### src/rtl/iq_cal_pkg.sv
package iq_cal_pkg;

   localparam int NCH  = 2;
   localparam int CH_I = 0;
   localparam int CH_Q = 1;

   typedef enum logic [1:0] {
      MS_UNCAL = 2'b00,
      MS_SELF  = 2'b01,
      MS_USER  = 2'b10
   } memst_e;

   // register addresses
   localparam logic [2:0] RA_CFG   = 3'd0;
   localparam logic [2:0] RA_STAT  = 3'd1;
   localparam logic [2:0] RA_MADDR = 3'd2;
   localparam logic [2:0] RA_MDATA = 3'd3;
   localparam logic [2:0] RA_CMD   = 3'd4;
   localparam logic [2:0] RA_ID    = 3'd7;

   // field positions (channel c sits at LSB + c)
   localparam int CFG_PRE_LSB   = 6;
   localparam int CFG_SEL_LSB   = 4;
   localparam int CFG_CLKEN     = 3;
   localparam int CMD_CLR_LSB   = 6;
   localparam int CMD_START     = 4;
   localparam int CMD_MWR       = 3;
   localparam int CMD_MRD       = 2;
   localparam int CMD_UNCAL_LSB = 0;

endpackage

### src/rtl/iq_cal_div.sv
module iq_cal_div #(
   parameter int CODE_W = 3
) (
   input  logic              clk,
   input  logic              rst_n,
   input  logic              en,
   input  logic [CODE_W-1:0] code,
   output logic              tick
);
   localparam int CNT_W = 1 << CODE_W;

   if (CODE_W < 1 || CODE_W > 4) begin : g_bad_code_w
      $error("iq_cal_div: CODE_W must lie in 1..4");
   end

   logic [CNT_W-1:0] cnt;
   logic [CNT_W-1:0] mask;

   // code k keeps the low (CNT_W-k) bits: ratio 2^(CNT_W-k)
   assign mask = {CNT_W{1'b1}} >> code;
   assign tick = en && ((cnt & mask) == mask);

   always_ff @(posedge clk) begin
      if (!rst_n || !en) cnt <= '0;
      else               cnt <= cnt + 1'b1;
   end

   // mask bit 0 is always set, so a tick needs an odd count and is never followed by one
   assert_tick_spacing_R1: assert property (@(posedge clk) disable iff (!rst_n)
      tick |=> !tick);

endmodule

### src/rtl/iq_cal_coefmem.sv
module iq_cal_coefmem #(
   parameter int AW  = 6,
   parameter int DW  = 6,
   parameter int NCH = 2
) (
   input  logic                    clk,
   input  logic                    rst_n,
   input  logic                    uwr,
   input  logic [AW-1:0]           uaddr,
   input  logic [DW-1:0]           udata,
   input  logic [AW-1:0]           raddr,
   output logic [DW-1:0]           rdata,
   input  logic [NCH-1:0]          cwe,
   input  logic [NCH-1:0][DW-1:0]  cdata,
   input  logic [NCH-1:0]          clr,
   output logic [NCH-1:0][DW-1:0]  pre_word
);
   localparam int DEPTH = 1 << AW;
   localparam int HALF  = DEPTH / NCH;
   localparam logic [DW-1:0] DEF = DW'(1 << (DW - 1));

   if (NCH != 2 || HALF < 2) begin : g_bad_geom
      $error("iq_cal_coefmem: two channels with at least two entries each required");
   end

   logic [DW-1:0] word [DEPTH];

   for (genvar e = 0; e < DEPTH; e++) begin : g_ent
      localparam int CH  = e / HALF;
      localparam int OFF = e % HALF;
      logic [DW-1:0] q;
      logic          cal_hit;
      if (OFF == 0) begin : g_res
         assign cal_hit = cwe[CH];
      end else begin : g_plain
         assign cal_hit = 1'b0;
      end
      always_ff @(posedge clk) begin
         if (!rst_n)                              q <= DEF;
         else if (clr[CH])                        q <= DEF;
         else if (cal_hit)                        q <= cdata[CH];
         else if (uwr && uaddr == AW'(e))         q <= udata;
      end
      assign word[e] = q;
   end

   assign rdata = word[raddr];

   for (genvar c = 0; c < NCH; c++) begin : g_pre
      assign pre_word[c] = word[c*HALF + 1];

      assert_uncal_default_R8: assert property (@(posedge clk) disable iff (!rst_n)
         clr[c] |=> pre_word[c] == DEF);
   end

endmodule

### src/rtl/iq_cal_engine.sv
module iq_cal_engine
   import iq_cal_pkg::*;
#(
   parameter int NCH   = 2,
   parameter int DW    = 6,
   parameter int TICKS = 4
) (
   input  logic                    clk,
   input  logic                    rst_n,
   input  logic                    tick,
   input  logic                    start,
   input  logic [NCH-1:0]          sel,
   input  logic [NCH-1:0]          pre,
   input  logic [NCH-1:0][DW-1:0]  user_ref,
   input  logic [NCH-1:0]          clr_done,
   input  logic [NCH-1:0]          uncal,
   input  logic [NCH-1:0]          user_wr,
   output logic                    busy,
   output logic [NCH-1:0]          done,
   output logic [NCH-1:0][1:0]     memst,
   output logic [NCH-1:0]          cwe,
   output logic [NCH-1:0][DW-1:0]  cdata
);
   localparam int TW = $clog2(TICKS + 1);
   localparam logic [DW-1:0] DEF = DW'(1 << (DW - 1));

   if (TICKS < 1) begin : g_bad_ticks
      $error("iq_cal_engine: TICKS must be at least 1");
   end

   logic [NCH-1:0] act;
   logic [TW-1:0]  tcnt;
   logic           accept;
   logic           finish;

   assign accept = start && !busy && (|sel);
   assign finish = busy && tick && (tcnt == TW'(TICKS - 1));

   always_ff @(posedge clk) begin
      if (!rst_n) begin
         busy <= 1'b0;
         act  <= '0;
         tcnt <= '0;
      end else if (accept) begin
         busy <= 1'b1;
         act  <= sel;
         tcnt <= '0;
      end else if (busy && tick) begin
         if (finish) busy <= 1'b0;
         else        tcnt <= tcnt + 1'b1;
      end
   end

   for (genvar c = 0; c < NCH; c++) begin : g_ch
      logic [DW-1:0] ref_q;
      logic          done_q;
      logic [1:0]    ms_q;

      always_ff @(posedge clk) begin
         if (!rst_n)      ref_q <= DEF;
         else if (accept) ref_q <= pre[c] ? user_ref[c] : DEF;
      end

      always_ff @(posedge clk) begin
         if (!rst_n)                  done_q <= 1'b0;
         else if (finish && act[c])   done_q <= 1'b1;
         else if (clr_done[c])        done_q <= 1'b0;
      end

      always_ff @(posedge clk) begin
         if (!rst_n)                  ms_q <= MS_UNCAL;
         else if (uncal[c])           ms_q <= MS_UNCAL;
         else if (finish && act[c])   ms_q <= MS_SELF;
         else if (user_wr[c])         ms_q <= MS_USER;
      end

      assign done[c]  = done_q;
      assign memst[c] = ms_q;
      assign cwe[c]   = finish && act[c];
      assign cdata[c] = ref_q;

      assert_done_from_run_R5: assert property (@(posedge clk) disable iff (!rst_n)
         $rose(done[c]) |-> $past(busy));

      assert_memst_legal_R6: assert property (@(posedge clk) disable iff (!rst_n)
         memst[c] != 2'b11);
   end

   assert_run_set_fixed_R7: assert property (@(posedge clk) disable iff (!rst_n)
      (busy && $past(busy)) |-> $stable(act));

endmodule

### src/rtl/iq_cal_ctrl.sv
module iq_cal_ctrl
   import iq_cal_pkg::*;
#(
   parameter int         ADDR_W     = 3,
   parameter int         DIV_CODE_W = 3,
   parameter int         COEF_W     = 6,
   parameter int         MEM_AW     = 6,
   parameter int         CAL_TICKS  = 4,
   parameter logic [7:0] ID_VAL     = 8'h5A
) (
   input  logic              clk,
   input  logic              rst_n,
   input  logic [ADDR_W-1:0] reg_addr,
   input  logic [7:0]        reg_wdata,
   input  logic              reg_we,
   input  logic              reg_re,
   output logic [7:0]        reg_rdata,
   output logic              cal_tick
);
   if (ADDR_W < 3) begin : g_bad_addr
      $error("iq_cal_ctrl: ADDR_W must be at least 3");
   end
   if (DIV_CODE_W < 1 || DIV_CODE_W > 3) begin : g_bad_div
      $error("iq_cal_ctrl: DIV_CODE_W must lie in 1..3");
   end
   if (COEF_W < 2 || COEF_W > 8 || MEM_AW < 2 || MEM_AW > 8) begin : g_bad_mem
      $error("iq_cal_ctrl: COEF_W and MEM_AW must lie in 2..8");
   end

   // ---------------- configuration and indirect registers
   logic [NCH-1:0]        cfg_pre, cfg_sel;
   logic                  cfg_clken;
   logic [DIV_CODE_W-1:0] cfg_div;
   logic [MEM_AW-1:0]     maddr;
   logic [COEF_W-1:0]     mdata;

   logic wr_cfg, wr_maddr, wr_mdata, wr_cmd;
   assign wr_cfg   = reg_we && (reg_addr == ADDR_W'(RA_CFG));
   assign wr_maddr = reg_we && (reg_addr == ADDR_W'(RA_MADDR));
   assign wr_mdata = reg_we && (reg_addr == ADDR_W'(RA_MDATA));
   assign wr_cmd   = reg_we && (reg_addr == ADDR_W'(RA_CMD));

   // command bits act in the cycle they are written and are not stored
   logic                 c_start, c_mwr, c_mrd;
   logic [NCH-1:0]       c_clr, c_uncal, user_wr_ch;
   assign c_start = wr_cmd && reg_wdata[CMD_START];
   assign c_mwr   = wr_cmd && reg_wdata[CMD_MWR];
   assign c_mrd   = wr_cmd && reg_wdata[CMD_MRD];

   for (genvar c = 0; c < NCH; c++) begin : g_cmd
      assign c_clr[c]      = wr_cmd && reg_wdata[CMD_CLR_LSB + c];
      assign c_uncal[c]    = wr_cmd && reg_wdata[CMD_UNCAL_LSB + c];
      assign user_wr_ch[c] = c_mwr && (maddr[MEM_AW-1] == 1'(c));
   end

   always_ff @(posedge clk) begin
      if (!rst_n) begin
         cfg_pre   <= '0;
         cfg_sel   <= '0;
         cfg_clken <= 1'b0;
         cfg_div   <= '0;
      end else if (wr_cfg) begin
         cfg_pre   <= reg_wdata[CFG_PRE_LSB +: NCH];
         cfg_sel   <= reg_wdata[CFG_SEL_LSB +: NCH];
         cfg_clken <= reg_wdata[CFG_CLKEN];
         cfg_div   <= reg_wdata[DIV_CODE_W-1:0];
      end
   end

   logic [COEF_W-1:0] mem_rd;

   always_ff @(posedge clk) begin
      if (!rst_n)        maddr <= '0;
      else if (wr_maddr) maddr <= reg_wdata[MEM_AW-1:0];
   end

   always_ff @(posedge clk) begin
      if (!rst_n)        mdata <= '0;
      else if (c_mrd)    mdata <= mem_rd;
      else if (wr_mdata) mdata <= reg_wdata[COEF_W-1:0];
   end

   // ---------------- divider
   iq_cal_div #(.CODE_W(DIV_CODE_W)) u_div (
      .clk  (clk),
      .rst_n(rst_n),
      .en   (cfg_clken),
      .code (cfg_div),
      .tick (cal_tick)
   );

   // ---------------- coefficient store and engine
   logic                        busy;
   logic [NCH-1:0]              done, cwe;
   logic [NCH-1:0][1:0]         memst;
   logic [NCH-1:0][COEF_W-1:0]  cdata, pre_word;

   iq_cal_coefmem #(.AW(MEM_AW), .DW(COEF_W), .NCH(NCH)) u_mem (
      .clk     (clk),
      .rst_n   (rst_n),
      .uwr     (c_mwr),
      .uaddr   (maddr),
      .udata   (mdata),
      .raddr   (maddr),
      .rdata   (mem_rd),
      .cwe     (cwe),
      .cdata   (cdata),
      .clr     (c_uncal),
      .pre_word(pre_word)
   );

   iq_cal_engine #(.NCH(NCH), .DW(COEF_W), .TICKS(CAL_TICKS)) u_eng (
      .clk     (clk),
      .rst_n   (rst_n),
      .tick    (cal_tick),
      .start   (c_start),
      .sel     (cfg_sel),
      .pre     (cfg_pre),
      .user_ref(pre_word),
      .clr_done(c_clr),
      .uncal   (c_uncal),
      .user_wr (user_wr_ch),
      .busy    (busy),
      .done    (done),
      .memst   (memst),
      .cwe     (cwe),
      .cdata   (cdata)
   );

   // ---------------- read path
   logic [7:0] cfg_view, stat_view, rd_mux;
   assign cfg_view  = {cfg_pre[CH_Q], cfg_pre[CH_I], cfg_sel[CH_Q], cfg_sel[CH_I],
                       cfg_clken, 3'(cfg_div)};
   assign stat_view = {done[CH_Q], done[CH_I], 1'b0, busy, memst[CH_Q], memst[CH_I]};

   always_comb begin
      rd_mux = 8'h00;
      if      (reg_addr == ADDR_W'(RA_CFG))   rd_mux = cfg_view;
      else if (reg_addr == ADDR_W'(RA_STAT))  rd_mux = stat_view;
      else if (reg_addr == ADDR_W'(RA_MADDR)) rd_mux = 8'(maddr);
      else if (reg_addr == ADDR_W'(RA_MDATA)) rd_mux = 8'(mdata);
      else if (reg_addr == ADDR_W'(RA_ID))    rd_mux = ID_VAL;
   end

   always_ff @(posedge clk) begin
      if (!rst_n)      reg_rdata <= 8'h00;
      else if (reg_re) reg_rdata <= rd_mux;
   end

   assert_tick_gated_R2: assert property (@(posedge clk) disable iff (!rst_n)
      cal_tick |-> cfg_clken);

   assert_cmd_reads_zero_R9: assert property (@(posedge clk) disable iff (!rst_n)
      (reg_re && reg_addr == ADDR_W'(RA_CMD)) |=> reg_rdata == 8'h00);

   assert_mem_read_loads_R9: assert property (@(posedge clk) disable iff (!rst_n)
      c_mrd |=> mdata == $past(mem_rd));

endmodule

### config.mk
export PLATFORM = sky130hd
export DESIGN_NAME = iq_cal_ctrl
export DESIGN_NICKNAME = d
export VERILOG_FILES = /design/src/rtl/iq_cal_pkg.sv /design/src/rtl/iq_cal_div.sv /design/src/rtl/iq_cal_coefmem.sv /design/src/rtl/iq_cal_engine.sv /design/src/rtl/iq_cal_ctrl.sv
export SDC_FILE = /design/constraint.sdc
export NUM_CORES = 1
export LEC_CHECK = 0
export BUFFER_PORTS_ARGS = -buffer_cell sky130_fd_sc_hd__buf_4
export CORE_ASPECT_RATIO = 1.4
export CORE_MARGIN = 10
export CORE_UTILIZATION = 36
export CTS_BUF_LIST = sky130_fd_sc_hd__clkbuf_8
export DETAILED_ROUTE_END_ITERATION = 10
export GPL_TIMING_DRIVEN = 0
export PLACE_DENSITY = 0.53
export SYNTH_ARGS = -nofsm -noshare
export SYNTH_HDL_FRONTEND = slang
export SYNTH_SLANG_ARGS = --single-unit
### constraint.sdc
create_clock -name clk -period 1.85 [get_ports clk]
set_input_delay 0.37 -clock clk [delete_from_list [all_inputs] [get_ports clk]]
set_output_delay 0.37 -clock clk [all_outputs]
set_load 0.01 [all_outputs]
======== After elaboration in Yosys (flattened, before gate mapping) ========
Cells that the tools add are included.
word-level totals
  word-level logic and storage cells ...... 296
  flip-flop bits (word level) ............. 444
  output and inout bits ................... 9
cells by class
  reductions and logical operators ........ 107
  eq/ne operators ......................... 70
  magnitude comparators ................... 1
  shift-type cells ........................ 1
  add/sub/neg operators ................... 2
  bitwise logic cells ..................... 5
  mux-type cells .......................... 27
operator list
  operator               number
  $eq A6 B6 Y1 const B   32
  $eq A6 B5 Y1 const B   16
  $logic_and A1 B1 Y1    84
  $mux W6                10
  $eq A6 B4 Y1 const B   8
  $bmux W6 S6            1
  $eq A6 B3 Y1 const B   4
  $mux W7                3
  $reduce_bool A2 Y1     9
  $mux W8                2
  $eq A6 B2 Y1 const B   2
  $mux W1                11
  $eq A3 B2 Y1 const B   3
  $add A8 B1 Y8 const B  1
  $and A8 B8 Y8          1
  $eq A8 B8 Y1           1
  $reduce_or A2 Y1       4
  $shr A8 B3 Y8 const A  1
  $ge A7 B7 Y1 const B   1
  $not A6 Y7             1
  $eq A3 B3 Y1 const B   2
  $eq A6 B1 Y1 const B   1
  $logic_not A6 Y1       1
  $reduce_or A3 Y1       2
  other kinds (7)        12

======== Longest topological paths before layout ========
Gate-level depths: netlist (run 1).
  depth after elaboration ................. 9
  gate-level depth with buffers ........... 9

======== Modules after synthesis ========
Synthesis (run 1) repeated with hierarchy kept, for this count alone.
unflattened totals
  cells, all modules ...................... 2219
  area total of the unflattened synthesis .. 20409.6 µm²
modules (own cells, without submodules)
  module          times used  cells each  area an instance (µm²)  seq. area each (µm²)
  iq_cal_coefmem  1           1909        17476.8                 7687.4
  iq_cal_ctrl     1           157         1445.1                  560.5
  iq_cal_engine   1           111         1126.1                  480.5
  iq_cal_div      1           42          361.6                   160.2

======== Worst setup path before layout (run 1) ========
OpenSTA, ideal clock, no wires.
  kind .................................... flip-flop to flip-flop
  from .................................... register maddr[1]
  to ...................................... register mdata[2]
  clock period less this slack ............ 1970 ps
  library setup time ...................... 140 ps
  buffers on the path ..................... 3
  slack ................................... -120 ps
  arrival time ............................ 1830 ps
  stages on the path, launching flop included .. 9
  cells stage by stage .................... dfxtp_1 > buf_4 > buf_4 > buf_6 > mux4_2 > a22oi_1 > a21oi_1 > o31ai_1 > o221ai_1
between the ends
  longest elaborated chain between the ends .. 5
RTL lines
  what                                         RTL line              source
  start: declaration                           iq_cal_ctrl.sv:34     logic [MEM_AW-1:0] maddr;
  start signal: assignment                     iq_cal_ctrl.sv:74     else if (wr_maddr) maddr <= reg_wdata[MEM_AW-1:0];
  $not A6 Y7 (implied by the code)             iq_cal_coefmem.sv:47  assign rdata = word[raddr];
  $bmux W6 S6                                  iq_cal_coefmem.sv:47
  $mux W6 (implied by the code) (2 in series)  iq_cal_coefmem.sv:47
  $mux W6                                      iq_cal_ctrl.sv:79     else if (c_mrd) mdata <= mem_rd;
  end signal: assignment                       iq_cal_ctrl.sv:79
  end signal: assignment                       iq_cal_ctrl.sv:80     else if (wr_mdata) mdata <= reg_wdata[COEF_W-1:0];
  end: declaration                             iq_cal_ctrl.sv:35     logic [COEF_W-1:0] mdata;
Every way passes these cells. The select of a mux whose other input is x is not followed.
A chain may end at the register's enable or synchronous reset.

======== Final worst setup path (run 1) ========
  from .................................... register maddr[0]
  to ...................................... register mdata[3]
The elaborated chain is that of the path after synthesis.

==> flow_summary.toml, run 1 <==
[global_routing]
gr-total-overflow = 0
track_usage_pct = 26.7
grt_max_degree = 11
antenna_found_initial = 4
grt_pass1_vias = 18675
grt_first_pass_wirelength_um = 128000

[critical_path]
cp_max_fo = 10
cp_data_required_time_ns = 2.38
cp_num_cells = 8
path_class = "flip-flop to flip-flop"
reg2reg_from = "maddr[0]"
startpoint = "maddr[0]"
r2r-end = "mdata[3]"
endpoint_kind = "flip-flop"
arrival_ns = 2.82
critPathLaunchType = "flip-flop"
critPathCapture = "mdata[3]"
cpMostUsedCell = "buf_12"
regToRegSetupSlack_ns = -0.44
crit_slowest_cell = "mux4_2"
rr_worst_depth = 8
critPathBufInv = 3
critical-path-top-delay-family = "multiplexers"
critPathMaxStageDelay_ns = 0.54
worstPathCellList = "buf_12 -> buf_12 -> buf_12 -> mux4_2 -> a22oi_1 -> a21oi_2 -> nor4_2 -> a21oi_1"

[clocking]
clockRootBuffer = "clkbuf_8"
cts_sinks = 444
cts_max_path_buffers = 3
worstSkewPairLatency_ns = 0.65
htreeDepth = 3
tritoncts = "done"
cts_buffers = 72
clk_pin_slew_ns = 0.07

[placement]
post-place-ws_ns = -1.42
gp_congestion = 0.990
place_hpwl_um = 62700
io_buffers = 21
post-place-cells = 3087

[yosys]
syn_area_um2 = 19900
synthCells = 2345
yosysWarnings = 0
synth-edff-count = 0
syn_avg_cell_area_um2 = 8.49
yosysSeqAreaShare_pct = 44.6
synth-async-reset-ratio_pct = 0
synth_seq_cells = 444
yosys.cell_types.count = 60
synthFlopType = "dfxtp_1"
syn-num-nets = 2363

[detailed_routing]
routedWlPerCell_um = 27.4
drcViolationCount = 0
wl_um = 90000
drt_pass1_iterations = 7
viasPerCell = 5.91
drtIter0Drc = 2044
antenna_left = 0
vias = 19448

[power]
cellLeakagePower_nw = 8.40
ir_drop_mv = 0.381
power.density_nw_per_um2 = 778

[sta]
worst_pin_slew_ns = 1.01
timing.final.crit_share_pct = 124
finalWorstSetupSlack_ns = -0.440
period_needed_ns = 2.29
maxSlewViolCount = 0
rsz0062_at_grt = "true"
clock_skew_ns = 0.0248
final-hold-violation-count = 0
setup_viol = 295
max_slew_margin_pct = 32.8
max_freq_mhz = 437
final.setup.tns_ns = -35.42

[final_layout]
final_core_util_pct = 45.2
regArea_um2 = 8920
drive_gt1_share_pct = 24.0
finalNetCount = 2538
multi_input_area_um2 = 11000
final_cells = 3291
n_fill_cell = 5265
area_growth_pct = 23.6

[run_status]
status = "complete, but fails checks"
violations = "setup timing"

[run]
maxCapViolCount = 0

[floorplanning]
coreArea_um2 = 54500
io_pins = 24
die_w_um = 219
die_h_um = 298
row_count = 101
dieArea_um2 = 65200
start_util_pct = 36.6

[worst_hold_path]
hold_class = "primary input to flip-flop"
holdCritStartpoint = "reg_wdata[6]"
## repair_timing
item,CTS,global route
cloned,3,1
pin swaps,31,59
buffers inserted,75,9
endpoints found under the setup margin,409,404
gates resized for setup,293,185
hold buffers,3,0
endpoints found under the hold margin,4,0
## worst min path at each step
stage	depth (start not counted)	slack (ns)	to
detailed placement	2	0.44	u_mem.g_ent[25].q[2]
finish	3	0.02	cfg_pre[0]
global placement	2	0.43	u_mem.g_ent[39].q[0]
CTS	3	0.008	cfg_sel[1]
global route	3	0.04	cfg_sel[1]
floorplan	2	0.43	u_mem.g_ent[29].q[2]
## layout by cell type (no fill, tap or decap), types with 23 or more instances in the layout
cell type and count:
inv_1 33, a21oi_1 291, mux4_2 90, nor2_4 30, nor2_2 28, nand2_2 26, nand2_1 589, clkbuf_2 54
dfxtp_1 429, buf_6 30, a21boi_0 23, clkbuf_8 89, mux2i_1 71, nand3_1 92, clkbuf_1 60, o21ai_0 135
buf_4 80, nor2_1 47
## per-stage QoR
stage          total power, W  hold slack (ns)  area (um^2)
2_1_floorplan          0.0103            0.429        20000
3_3_place_gp           0.0107            0.434        21000
3_5_place_dp           0.0107            0.443        21000
4_1_cts                0.0191          0.00797        24000
5_1_grt                0.0196           0.0442        24600
6_report               0.0191           0.0226        24600
## Yosys cell counts (all sizes together) (2+ instances only)
cell | number | share of area [%]
dfxtp | 444 | 45
o311a | 2 | 0.10
a311oi | 2 | 0.088
and3 | 4 | 0.13
o221ai | 2 | 0.088
nor3b | 3 | 0.11
mux4 | 90 | 10
clkbuf | 132 | 2.5
o21a | 2 | 0.075
nand2 | 623 | 12
o21ai | 155 | 3.9
a21oi | 314 | 7.9
nor4 | 5 | 0.23
mux2 | 5 | 0.28
o2111a | 2 | 0.11
o2111ai | 6 | 0.26
buf | 61 | 1.8
nand4 | 15 | 0.53
or3 | 2 | 0.063
a21boi | 23 | 0.87
o211a | 4 | 0.20
nor3 | 15 | 0.38
a22oi | 27 | 1.0
nor2 | 105 | 2.0
a221oi | 5 | 0.22
or2 | 10 | 0.31
mux2i | 79 | 4.0
inv | 9 | 0.17
ha | 3 | 0.19
nor2b | 25 | 0.79
a31oi | 6 | 0.19
a211oi | 13 | 0.49
nand3 | 94 | 2.4
nand2b | 31 | 0.97
and2 | 11 | 0.35
xor2 | 4 | 0.18
## worst min-delay path, stage by stage
cell	delay, ns
buf_4	0.11
nand2_1	0.05
a21boi_0	0.07
## area by class of cell
class	count	area share, %
clock buffers	88	4.92
repair buffers	111	4.39
multi-input cells	1699	44.7
diodes	2	0.0203
inverters	9	0.137
clock inverters	34	0.722
well taps	721	3.67
plain buffers	183	5.15
flip-flops and latches	444	36.3
## power breakdown
part           internal, W  leakage, nW  switching, W
registers          0.00957         3.59     0.0000231
clock network      0.00442        0.797       0.00406
logic             0.000289         4.02      0.000782
## logic make-up (layout without fill, tap and decap cells)
kind of cell | Yosys count | after routing | synth area share (%)
AND/OR/NAND/NOR | 946 | 946 | 20.2
AO/OA/AOI/OAI | 571 | 571 | 15.8
flip-flops | 444 | 444 | 44.6
buffers and inverters | 202 | 425 | 4.48
multiplexers | 174 | 174 | 14.4
XOR/XNOR | 5 | 5 | 0.220
adder cells (fa/ha/maj) | 3 | 3 | 0.189
other | 0 | 2 | 0
## flip-flops by register name, indices dropped and copies added, names as in the netlist
register and flops:
u_eng.g_ch.ms_q 4, cfg_div 3, cfg_clken 1, u_eng.act 2, u_eng.tcnt 3, maddr 6, u_eng.g_ch.done_q 2, u_eng.g_ch.ref_q 12
cfg_sel 2, cfg_pre 2, reg_rdata 8, mdata 6, u_eng.busy 1, u_div.cnt 8, u_mem.g_ent.q 384
## metal layers
layer / wire length (um) / part of all wire, % / GRT usage [%] / up-vias
li1: - / - / - / 8507
met1: 32500 / 36 / 30.4 / 9434
met2: 40600 / 45 / 42.5 / 1098
met3: 7980 / 8.9 / 6.04 / 405
met4: 8950 / 9.9 / 21.0 / 4
met5: 34 / 0.038 / 0 / -
No activity file was read; power rests on OpenSTA's default activity.
==> run 2, diff against run 1 <==
CTS_BUF_LIST = unset   (was sky130_fd_sc_hd__clkbuf_8)
==> run 2 against run 1 <==
Effect of this change: the flow still finishes with violations (setup timing); clock power rose by 16%; cell count fell by 0.88%; non-clock buffer count rose by 15; sequential share of layout area fell by 1.7 points; global-route usage barely moved; register-to-register slack barely moved; sequential power barely moved; critical path depth fell by 1; via count rose by 0.30%; critical path type unchanged.
==> flow_summary.toml, run 2 (synthesized netlist as in run 1, its figures left out) <==
[run_status]
status = "complete, but fails checks"
violations = "setup timing"

[floorplanning]
coreArea_um2 = 54500
dieArea_um2 = 65200
io_pins = 24
row_count = 101
start_util_pct = 36.6
die_h_um = 298
die_w_um = 219

[placement]
io_buffers = 21
place_hpwl_um = 62700
gp_congestion = 0.990

[clocking]
clockRootBuffer = "clkbuf_16"
htreeDepth = 2
cts_buffers = 45
clk_pin_slew_ns = 0.07
cts_max_path_buffers = 3
ctsHoldBuffers = 0
cts_sinks = 444
tritoncts = "done"
worstSkewPairLatency_ns = 0.59

[global_routing]
grt_pass1_vias = 18591
gr-total-overflow = 0
track_usage_pct = 26.7
antenna_found_initial = 1
grt_first_pass_wirelength_um = 129000
grt_max_degree = 16

[sta]
max_freq_mhz = 437
clock_skew_ns = 0.0225
final-hold-violation-count = 0
maxSlewViolCount = 0
holdWs_ns = 0.0562
max_slew_margin_pct = 34.0
rsz0062_at_grt = "true"
finalWorstSetupSlack_ns = -0.439
period_needed_ns = 2.29
worst_pin_slew_ns = 0.989
setup_viol = 265
timing.final.crit_share_pct = 124

[detailed_routing]
routedWlPerCell_um = 28.0
drcViolationCount = 0
antenna_left = 0
vias = 19506
drtIter0Drc = 1870
viasPerCell = 5.98
drt_pass1_iterations = 6
wl_um = 91300

[critical_path]
critPathMaxStageDelay_ns = 0.54
reg2reg_from = "maddr[0]"
arrival_ns = 2.75
path_class = "flip-flop to flip-flop"
critPathLaunchType = "flip-flop"
cp_data_required_time_ns = 2.31
crit_slowest_cell = "mux4_2"
startpoint = "maddr[0]"
cp_max_fo = 6
worstPathCellList = "buf_8 -> buf_6 -> mux4_2 -> a22o_1 -> a221oi_2 -> o221ai_2 -> o311a_1"
endpoint_kind = "flip-flop"

[final_layout]
layout_commonest_cell = "nand2_1"
multi_input_area_um2 = 11700
area_growth_pct = 29.5
drive_gt1_share_pct = 30.7
layout_common_cells = "nand2_1, dfxtp_1, a21oi_1, o21ai_0, mux4_2"
finalNetCount = 2526
largest-register = "u_mem.g_ent.q"
largest_reg_flops = 384
n_fill_cell = 5171
top_regs = "u_mem.g_ent.q x384, u_eng.g_ch.ref_q x12"
regArea_um2 = 8920

[worst_hold_path]
hold_class = "primary input to flip-flop"
holdCritStartpoint = "reg_wdata[7]"

[power]
cellLeakagePower_nw = 8.59
power_w = 0.0205
power.density_nw_per_um2 = 796
ir_drop_mv = 0.611

[run]
maxCapViolCount = 0
run 2: cell types whose count changed in the layout (fill, tap and decap cells not counted), sizes merged, moves of 3 or more:
cell	delta
dlygate4sd3	-3
bufinv	+6
buf	+21
clkbuf	-34
clkinv	+6
inv	-24
run 2: metrics by stage:
stage / TNS (ns) / setup slack (ns) / utilization [%] / std cells / area, um^2
CTS: -3.03 / -0.382 / 44.9 / 3243 / 24500
detailed placement: -389.22 / -1.42 / 38.6 / 3087 / 21000
global placement: -381.89 / -1.35 / 38.6 / 3087 / 21000
floorplan: -0.0768 / -0.0287 / - / 2345 / 20000
global route: -34.00 / -0.453 / 47.3 / 3261 / 25800
finish: -25.08 / -0.439 / 47.3 / 3262 / 25800
run 2: repair_timing:
action                                  CTS  global route
endpoints found under the setup margin  410           393
resized for setup                       369           389
setup buffers                            81            21
gates cloned                              6             1
pin swaps                                47           199
run 2: final cells by class:
type                    instances  share of cell area, %
multi-input cells            1699                   45.5
plain buffers                 182                   5.28
clock buffers                  57                   4.77
well taps                     721                   3.50
flip-flops and latches        444                   34.6
clock inverters                22                   1.19
repair buffers                127                   5.05
inverters                       9                  0.131
diodes                          1                0.00970
run 2: per-layer routing:
metal | up-vias | global-route usage [%] | wire length (um)
met3 | 388 | 5.70 | 7980
met4 | 0 | 22.1 | 8530
met5 | - | 0 | 0
met2 | 1137 | 42.5 | 42100
met1 | 9478 | 30.2 | 32700
li1 | 8503 | - | -
run 2: final timing paths:
kind | end | slack, ns | cells past startpoint
setup / recovery | mdata[4] | -0.44 | 7
hold / removal | cfg_pre[1] | 0.06 | 3
setup reg to reg | mdata[4] | -0.44 | 7
hold reg to reg | u_mem.g_ent[38].q[1] | 0.45 | 2
run 2: where the power goes:
group	switching (W)	total, W	internal (W)	leakage (nW)
combinational	0.000809	0.00112	0.000307	4.25
sequential	0.0000243	0.00959	0.00957	3.59
clock	0.00413	0.00982	0.00569	0.749
total	0.00496	0.0205	0.0156	8.59
run 2: critical path: cells and delay by family, from the launching register on:
family,cells,cell delay (ns)
multiplexers,1,0.54
buffers and inverters,2,0.29
flip-flops,1,0.34
AO/OA/AOI/OAI,4,0.98
==> run 3, diff against run 2 <==
PLACE_DENSITY = 0.5   (was 0.53)
==> run 3 against run 2 <==
Effect of this change: hold slack improved by 0.014 ns; clock power down 2.3%; highest routed layer unchanged; largest power group is now registers; via count is 1.8% lower; combinational power about the same; the run still ends with setup timing left; sequential power about the same.
==> flow_summary.toml, run 3 (synthesized netlist as in run 1, its figures left out) <==
[final_layout]
layout_commonest_cell = "nand2_1"
largest-register = "u_mem.g_ent.q"
area_growth_pct = 28.4
final_core_util_pct = 47.0
finalNetCount = 2522
largest_reg_flops = 384
multi_input_area_um2 = 11600
drive_gt1_share_pct = 27.5
antennaDiodeCount = 0
regArea_um2 = 8930
top_regs = "u_mem.g_ent.q x384, u_eng.g_ch.ref_q x12"
layout_common_cells = "nand2_1, dfxtp_1, a21oi_1, o21ai_0, mux4_2"
n_fill_cell = 5219
final_area_um2 = 25600
final_cells = 3259

[clocking]
clockRootBuffer = "clkbuf_16"
cts_buffers = 45
cts_sinks = 444
cts_max_path_buffers = 3
clk_pin_slew_ns = 0.07
htreeDepth = 2
tritoncts = "done"
ctsHoldBuffers = 0
worstSkewPairLatency_ns = 0.58

[critical_path]
arrival_ns = 2.75
endpoint_kind = "flip-flop"
cpMostUsedCell = "buf_12"
cp_data_required_time_ns = 2.30
critPathLaunchType = "flip-flop"
cp_max_fo = 8
critPathMaxStageDelay_ns = 0.58
crit_slowest_cell = "mux4_2"
path_class = "flip-flop to flip-flop"
worstPathCellList = "buf_12 -> buf_12 -> mux4_2 -> a22o_1 -> a221oi_2 -> o221ai_2 -> o311a_1"

[floorplanning]
die_h_um = 298
start_util_pct = 36.6
coreArea_um2 = 54500
dieArea_um2 = 65200
io_pins = 24
die_w_um = 219
row_count = 101

[detailed_routing]
wl_um = 90400
drt_pass1_iterations = 7
viasPerCell = 5.88
antenna_left = 0
drtIter0Drc = 1890
routedWlPerCell_um = 27.8
drcViolationCount = 0
vias = 19148

[sta]
finalWorstSetupSlack_ns = -0.446
clock_skew_ns = 0.0237
max_freq_mhz = 436
setup_viol = 234
final-hold-violation-count = 0
final.setup.tns_ns = -21.28
worst_pin_slew_ns = 0.932
maxSlewViolCount = 0
max_slew_margin_pct = 37.9
period_needed_ns = 2.30
timing.final.crit_share_pct = 124
rsz0062_at_grt = "true"

[placement]
place_hpwl_um = 63800
gp_congestion = 0.987
post_dp_cell_area_um2 = 21000
io_buffers = 21
post-place-cells = 3087

[global_routing]
track_usage_pct = 26.7
grt_pass1_vias = 18218
antenna_found_initial = 0
gr-total-overflow = 0
grt_first_pass_wirelength_um = 128000
grt_max_degree = 15

[power]
ir_drop_mv = 0.560
cellLeakagePower_nw = 8.55
power.density_nw_per_um2 = 793

[run_status]
status = "complete, but fails checks"
violations = "setup timing"

[worst_hold_path]
hold_class = "primary input to flip-flop"

[run]
maxCapViolCount = 0
-- run 3: cell types whose count changed in the layout (fill, tap and decap cells not counted), moves of 7 or more --
cell	change
o21ai_0	+13
buf_8	-8
buf_6	-7
clkbuf_1	+9
clkbuf_2	-11
mux2i_2	-8
nand2_1	+46
a21oi_1	+9
nand2_2	-45
o21ai_2	-7
a21oi_2	-9
-- run 3: cell type report --
type                            count  share of cell area [%]
Multi-Input combinational cell   1699                    45.2
Clock buffer                       69                    5.35
Buffer                            184                    5.36
Clock inverter                     12                   0.568
Timing Repair Buffer              121                    4.90
Sequential cell                   444                    34.9
Tap cell                          721                    3.53
Inverter                            9                   0.132
-- run 3: final timing paths --
path / start / end / slack [ns] / cells past startpoint
worst max-delay path: maddr[0] / mdata[4] / -0.45 / 7
worst min register to register: u_mem.g_ent[39].q[3] / u_mem.g_ent[39].q[3] / 0.45 / 2
worst min-delay path: reg_wdata[7] / cfg_pre[1] / 0.07 / 3
worst max register to register: maddr[0] / mdata[4] / -0.45 / 7
-- run 3: per-layer routing --
| layer | wire, um | part of all wire (%) | GRT usage [%] |
|---|---|---|---|
| met5 | 0 | 0 | 0 |
| met4 | 8200 | 9.1 | 20.4 |
| met3 | 6630 | 7.3 | 4.49 |
| met2 | 42300 | 47 | 43.3 |
| met1 | 33300 | 37 | 30.8 |
-- run 3: worst max-delay path: cells and delay by family, from the launching register on --
kind / cells / cell delay, ns
AO/OA/AOI/OAI: 4 / 0.96
buffers and inverters: 2 / 0.26
flip-flops: 1 / 0.35
multiplexers: 1 / 0.58
-- run 3: where the power goes --
part           total (W)  internal [W]  switching (W)
combinational    0.00111      0.000303       0.000806
sequential       0.00959       0.00956      0.0000240
clock            0.00959       0.00551        0.00408
-- run 3: through the flow --
step                      setup WS [ns]  power (W)  hold slack (ns)
after floorplan                 -0.0287     0.0103            0.429
after global placement            -1.45     0.0107            0.435
after global routing             -0.513     0.0208           0.0729
final                            -0.446     0.0203           0.0699
after detailed placement          -1.40     0.0107            0.441
after CTS                        -0.402     0.0203           0.0605
-- run 3: repair_timing --
| item | in CTS | in global routing |
|---|---|---|
| endpoints found under the setup margin | 419 | 404 |
| setup buffers | 71 | 26 |
| cloned | 3 | 2 |
| gates resized for setup | 378 | 292 |
| pin swaps | 52 | 101 |
